File: src/rtl/irq_source_sel.sv
module irq_source_sel #(
  parameter int SEL_W = 3
) (
  input  logic             clk,
  input  logic             rst_n,
  input  logic [SEL_W-1:0] src_sel,
  input  logic             adc_busy,
  input  logic             pacer0,
  input  logic             pacer1,
  input  logic             ext_trig,
  input  logic             clr_rd,
  input  logic             host_wr,
  input  logic [7:0]       host_wdata,
  output logic [7:0]       host_rdata,
  output logic             irq_n
);

  localparam int EN_BIT   = 6;
  localparam int PEND_BIT = 2;
  localparam logic [3:0] IDLE = 4'b1110;

  // line order: {pacer1, ext_trig, pacer0, adc_busy}; every source fires on a falling edge
  logic [3:0] lines, prev_q, fell;
  logic       evt, pend_q, en_q;

  assign lines = {pacer1, ext_trig, pacer0, adc_busy};
  assign fell  = prev_q & ~lines;

  always_comb begin
    unique case (src_sel)
      3'd1:    evt = fell[0];
      3'd2:    evt = fell[1];
      3'd3:    evt = fell[2];
      3'd4:    evt = fell[3];
      default: evt = 1'b0;
    endcase
  end

  always_ff @(posedge clk or negedge rst_n) begin
    if (!rst_n) begin
      prev_q <= IDLE;
      pend_q <= 1'b0;
      en_q   <= 1'b0;
    end else begin
      prev_q <= lines;
      if (evt)         pend_q <= 1'b1;
      else if (clr_rd) pend_q <= 1'b0;
      if (host_wr)     en_q <= host_wdata[EN_BIT];
    end
  end

  always_comb begin
    host_rdata           = '0;
    host_rdata[EN_BIT]   = en_q;
    host_rdata[PEND_BIT] = pend_q;
  end

  assign irq_n = ~(pend_q & en_q);

  assert_set_on_event_R2: assert property (@(posedge clk) disable iff (!rst_n)
    evt |=> host_rdata[PEND_BIT]);

  assert_no_source_R6: assert property (@(posedge clk) disable iff (!rst_n)
    (!pend_q && (src_sel == 3'd0 || src_sel > 3'd4)) |=> !pend_q);

  assert_clear_R8: assert property (@(posedge clk) disable iff (!rst_n)
    (clr_rd && !evt) |=> !host_rdata[PEND_BIT]);

  assert_hold_R12: assert property (@(posedge clk) disable iff (!rst_n)
    (pend_q && !clr_rd) |=> pend_q);

  assert_enable_load_R9: assert property (@(posedge clk) disable iff (!rst_n)
    host_wr |=> host_rdata[EN_BIT] == $past(host_wdata[EN_BIT]));

  assert_gate_off_R11: assert property (@(posedge clk) disable iff (!rst_n)
    !en_q |-> irq_n);

  assert_wdata_bit2_R10: assert property (@(posedge clk) disable iff (!rst_n)
    (host_wr && !evt && !clr_rd) |=> $stable(pend_q));

endmodule

File: config.mk
export PLATFORM = sky130hd
export DESIGN_NAME = irq_source_sel
export DESIGN_NICKNAME = d
export VERILOG_FILES = /design/src/rtl/irq_source_sel.sv
export SDC_FILE = /design/constraint.sdc
export NUM_CORES = 1
export LEC_CHECK = 0
export CAP_MARGIN = 5
export CORE_AREA = 2 2 39 41
export DETAILED_ROUTE_END_ITERATION = 16
export DIE_AREA = 0 0 41 43
export HOLD_SLACK_MARGIN = 0.15
export PLACE_DENSITY = 0.68
export SYNTH_ARGS = -nofsm -noshare
export SYNTH_HDL_FRONTEND = slang
export SYNTH_SLANG_ARGS = --single-unit
File: constraint.sdc
create_clock -name clk -period 1 [get_ports clk]
set_input_delay 0.2 -clock clk [delete_from_list [all_inputs] [get_ports clk]]
set_output_delay 0.2 -clock clk [all_outputs]
set_load 0.01 [all_outputs]
Word level (Yosys, flattened, before mapping)
Cells that the tools add are included.
{"block": "classes", "n_eq_ne": 4, "mux": 3, "bitwise_logic": 4, "reduce_logical": 1}
{"op": "$eq 3x2->1 const B", "count": 2}
{"op": "$and 4x4->4", "count": 1}
{"op": "$not 4->4", "count": 1}
{"op": "$pmux 1 s4", "count": 1}
{"op": "$eq 3x1->1 const B", "count": 1}
{"op": "$eq 3x3->1 const B", "count": 1}
{"op": "$mux 1", "count": 2}
{"op": "$reduce_bool 2->1", "count": 1}
{"op": "$and 1x1->1", "count": 1}
{"op": "$not 1->1", "count": 1}
{"block": "totals", "reg_bits": 6, "elab_cells": 15}

Longest topological paths before layout
{"block": "logic_depth", "depth_word": 4, "mapped_depth": 4}

Worst setup path before layout
Ideal clock, no wire load.
{"block": "synth_timing", "kind": "register -> register", "startpoint": "register prev_q[2]", "endpoint": "register pend_q", "arrival_ns": 0.932, "slack_ns": -0.024, "stages_incl_launch_ff": 5, "period_less_slack_ns": 1.024, "cell_sequence": "dfstp_2 -> inv_1 -> o21ai_0 -> a21oi_1 -> o31ai_2"}
{"block": "synth_between", "elab_chain_len": 3, "elab_cells_between_ends": 4, "cone_classes": "2 x mux; 1 x bitwise; 1 x reduce/logical"}
{"element": "start: declaration", "line": "23", "text": "logic [3:0] lines, prev_q, fell;"}
{"element": "start signal: assignment", "line": "45", "text": "prev_q <= lines;"}
{"element": "$and 4x4->4 *", "line": "27", "text": "assign fell = prev_q & ~lines;"}
{"element": "$pmux 1 s4 *", "line": "30", "text": "unique case (src_sel)"}
{"element": "$mux 1 or $reduce_bool 2->1 (tied branches)"}
{"element": "end signal: assignment", "line": "42", "text": "pend_q <= 1'b0;"}
{"element": "end signal: assignment", "line": "46", "text": "if (evt) pend_q <= 1'b1;"}
{"element": "end signal: assignment", "line": "47", "text": "else if (clr_rd) pend_q <= 1'b0;"}
{"element": "end: declaration", "line": "24", "text": "logic evt, pend_q, en_q;"}
Mark *: on every way between the ends. The rest lies on a longest branch, timed or not.
A chain may end at the register's enable or synchronous reset.

Worst setup path in the final report
Same ends and word-level chain as after synthesis.

==> impl_metrics.py <==
metrics = {
    "global_route": {
        "grt_max_degree": 7,
        "antenna_found_initial": 0,
        "grt_overflow_total": 0,
        "grt_pass1_wl_um": 938,
        "grt_pass1_vias": 222,
        "grt.total_usage": 0.0869,
    },
    "synthesis": {
        "synthTopCellsByCount": "buf_4, a21oi_1, dfrtp_1, dfstp_2, inv_1",
        "syn_area_um2": 299,
        "synth_area_leader_cell": "dfstp_2",
        "synthArstFlopShare": 1.00,
        "syn-instance-count": 28,
        "syn_avg_cell_area_um2": 10.7,
        "ys_seq_area_frac": 0.515,
        "ys_ff_latch": 6,
        "synth_most_common_cell": "buf_4",
        "yosys_warnings": 0,
        "yosysTopAreaCellShare": 0.264,
        "synth_flop_cell": "dfstp_2",
        "synthTopCellsByArea": "dfstp_2, dfrtp_1, buf_4, a21oi_1, and4bb_1",
        "synth_enable_flop_cells": 0,
        "yosys.cell_types.count": 12,
    },
    "clocking": {
        "clkSinkCount": 6,
        "cts_root_buffer": "clkbuf_4",
        "cts_buffers": 3,
        "htree_levels": 1,
        "clk_latency_ns": 0.25,
        "clkTransAtPathRegs_ns": 0.05,
        "clock_path_buffers": 2,
        "tritoncts": "built",
        "hold_buffers": 0,
    },
    "pwr": {
        "leakagePower_nw": 0.207,
        "power_w": 0.000635,
        "ir_worst_vdd_mv": 0.694,
        "p_per_area_nw_per_um2": 1410,
    },
    "routing": {
        "vias": 240,
        "drtIter0Drc": 4,
        "drc": 0,
        "wl_um": 598,
        "dr.pass1.iters": 2,
        "routedWlPerCell_um": 9.80,
        "via_per_inst": 3.93,
        "ant_nets": 0,
    },
    "min_path": {
        "hold_class": "input port to async pin",
    },
    "die": {
        "die_w_um": 41,
        "core_area_um2": 1380,
        "io_pins": 28,
        "die-area_um2": 1760,
        "row_count": 14,
        "initial_core_util": 0.216,
        "die-height_um": 43,
    },
    "placement": {
        "routabilityCongestion": 0.757,
        "io_buffer_count": 14,
    },
    "worst_setup_path": {
        "cp-end-kind": "flop",
        "crit_required_ns": 1.16,
        "cp_max_fo": 1,
        "cp.arrival_ns": 1.23,
        "startpoint_type": "flop",
        "rrSetupSlack_ns": -0.07,
        "critPathKind": "flop to flop",
    },
    "sta": {
        "fin_hold_ws_ns": 0.188,
        "finalClockSkew_ns": 0.0134,
        "fin_crit_sh": 1.07,
        "min_period_ns": 1.07,
        "layout_setup_ws_ns": -0.0714,
        "fmax_ghz": 0.933,
        "finalMaxSlewViolations": 0,
        "hold_viol_final": 0,
        "final-setup-viol-count": 2,
        "rsz0062_at_grt": "yes",
    },
    "job": {
        "max-cap-violations": 0,
    },
    "status": {
        "violations": "negative setup slack",
        "outcome": "complete, but fails checks",
    },
    "final_layout": {
        "area_growth_syn_to_layout_pct": 50.6,
        "antenna_cells": 0,
        "nNetsFinal": 65,
        "drive_above_1_share": 0.356,
        "post-route-util": 0.325,
        "fillCellCount": 156,
    },
}
==> metrics by stage <==
step | std cells | cell area, um2 | setup WS [ns] | TNS, ns
2_1_floorplan | 33 | 318 | 0.0116 | 0
3_3_place_gp | 56 | 425 | -0.251 | -0.675
3_5_place_dp | 56 | 425 | -0.310 | -0.764
4_1_cts | 61 | 450 | -0.112 | -0.140
5_1_grt | 61 | 450 | -0.126 | -0.229
6_report | 61 | 450 | -0.0714 | -0.0822
==> layout by cell type (no fill, tap or decap) <==
master,netlist,final
dlygate4sd2_1,0,1
mux2_2,1,1
nand2_1,2,2
dfrtp_1,3,3
o21ai_2,0,1
o31ai_2,1,1
and4bb_1,1,1
clkdlybuf4s50_1,0,10
clkbuf_1,0,1
buf_2,0,3
inv_1,3,2
clkbuf_4,0,3
buf_4,8,2
nor4_1,1,1
a21oi_1,3,2
a21oi_2,0,1
dfstp_2,3,3
conb_1,1,6
inv_2,0,1
==> sequential cells by signal, summed over array words and instances, names as in the netlist <==
signal	count
prev_q	4
en_q	1
pend_q	1
==> metal layers <==
layer  GRT usage  wire length (um)  up-vias
met5           0                 0        -
li1            -                 -      113
met2       0.128               277       17
met4      0.0200                 0        0
met3      0.0838               104        0
met1      0.0852               216      110
==> critical path, stage by stage, from the launching register on <==
cell	delay (ns)
dfstp_2	0.52
inv_2	0.03
o21ai_2	0.12
a21oi_2	0.08
o31ai_2	0.23
==> final timing paths <==
path,from,to,depth (start not counted)
min in group clk,pacer0,prev_q[1],1
min reg2reg,en_q,en_q,1
max in group asynchronous,rst_n,prev_q[3],1
max reg2reg,prev_q[2],pend_q,4
min,rst_n,en_q,1
max,prev_q[2],pend_q,4
==> report_power, final <==
part	internal, W	switching, W	leakage [nW]
Sequential	0.000265	0.00000796	0.0678
Clock	0.000151	0.0000936	0.0150
Combinational	0.0000666	0.0000508	0.125
==> final cells by class <==
cell class,instances,area [um2],area share
Clock buffer,4,26.3,0.0583
Inverter,3,11.3,0.0250
Multi-Input combinational cell,16,100,0.222
Sequential cell,6,154,0.342
Tap cell,16,20.0,0.0444
Timing Repair Buffer,16,139,0.308
==> cells by family (layout without fill, tap and decap cells) <==
| kind of cell | Yosys count | count (layout) | share of synthesized area |
|---|---|---|---|
| AO/OA/AOI/OAI | 5 | 5 | 0.109 |
| flip-flops | 6 | 6 | 0.515 |
| multiplexers | 1 | 1 | 0.0377 |
| buffers and inverters | 11 | 23 | 0.238 |
| AND/OR/NAND/NOR | 4 | 4 | 0.0879 |
| other | 1 | 6 | 0.0125 |
==> what timing repair did <==
item	CTS	global route
setup endpoints to repair	4	4
resized for setup	16	0
pin swaps	4	1
setup buffers	1	0
Note: power is estimated with default switching activity, not from simulation.
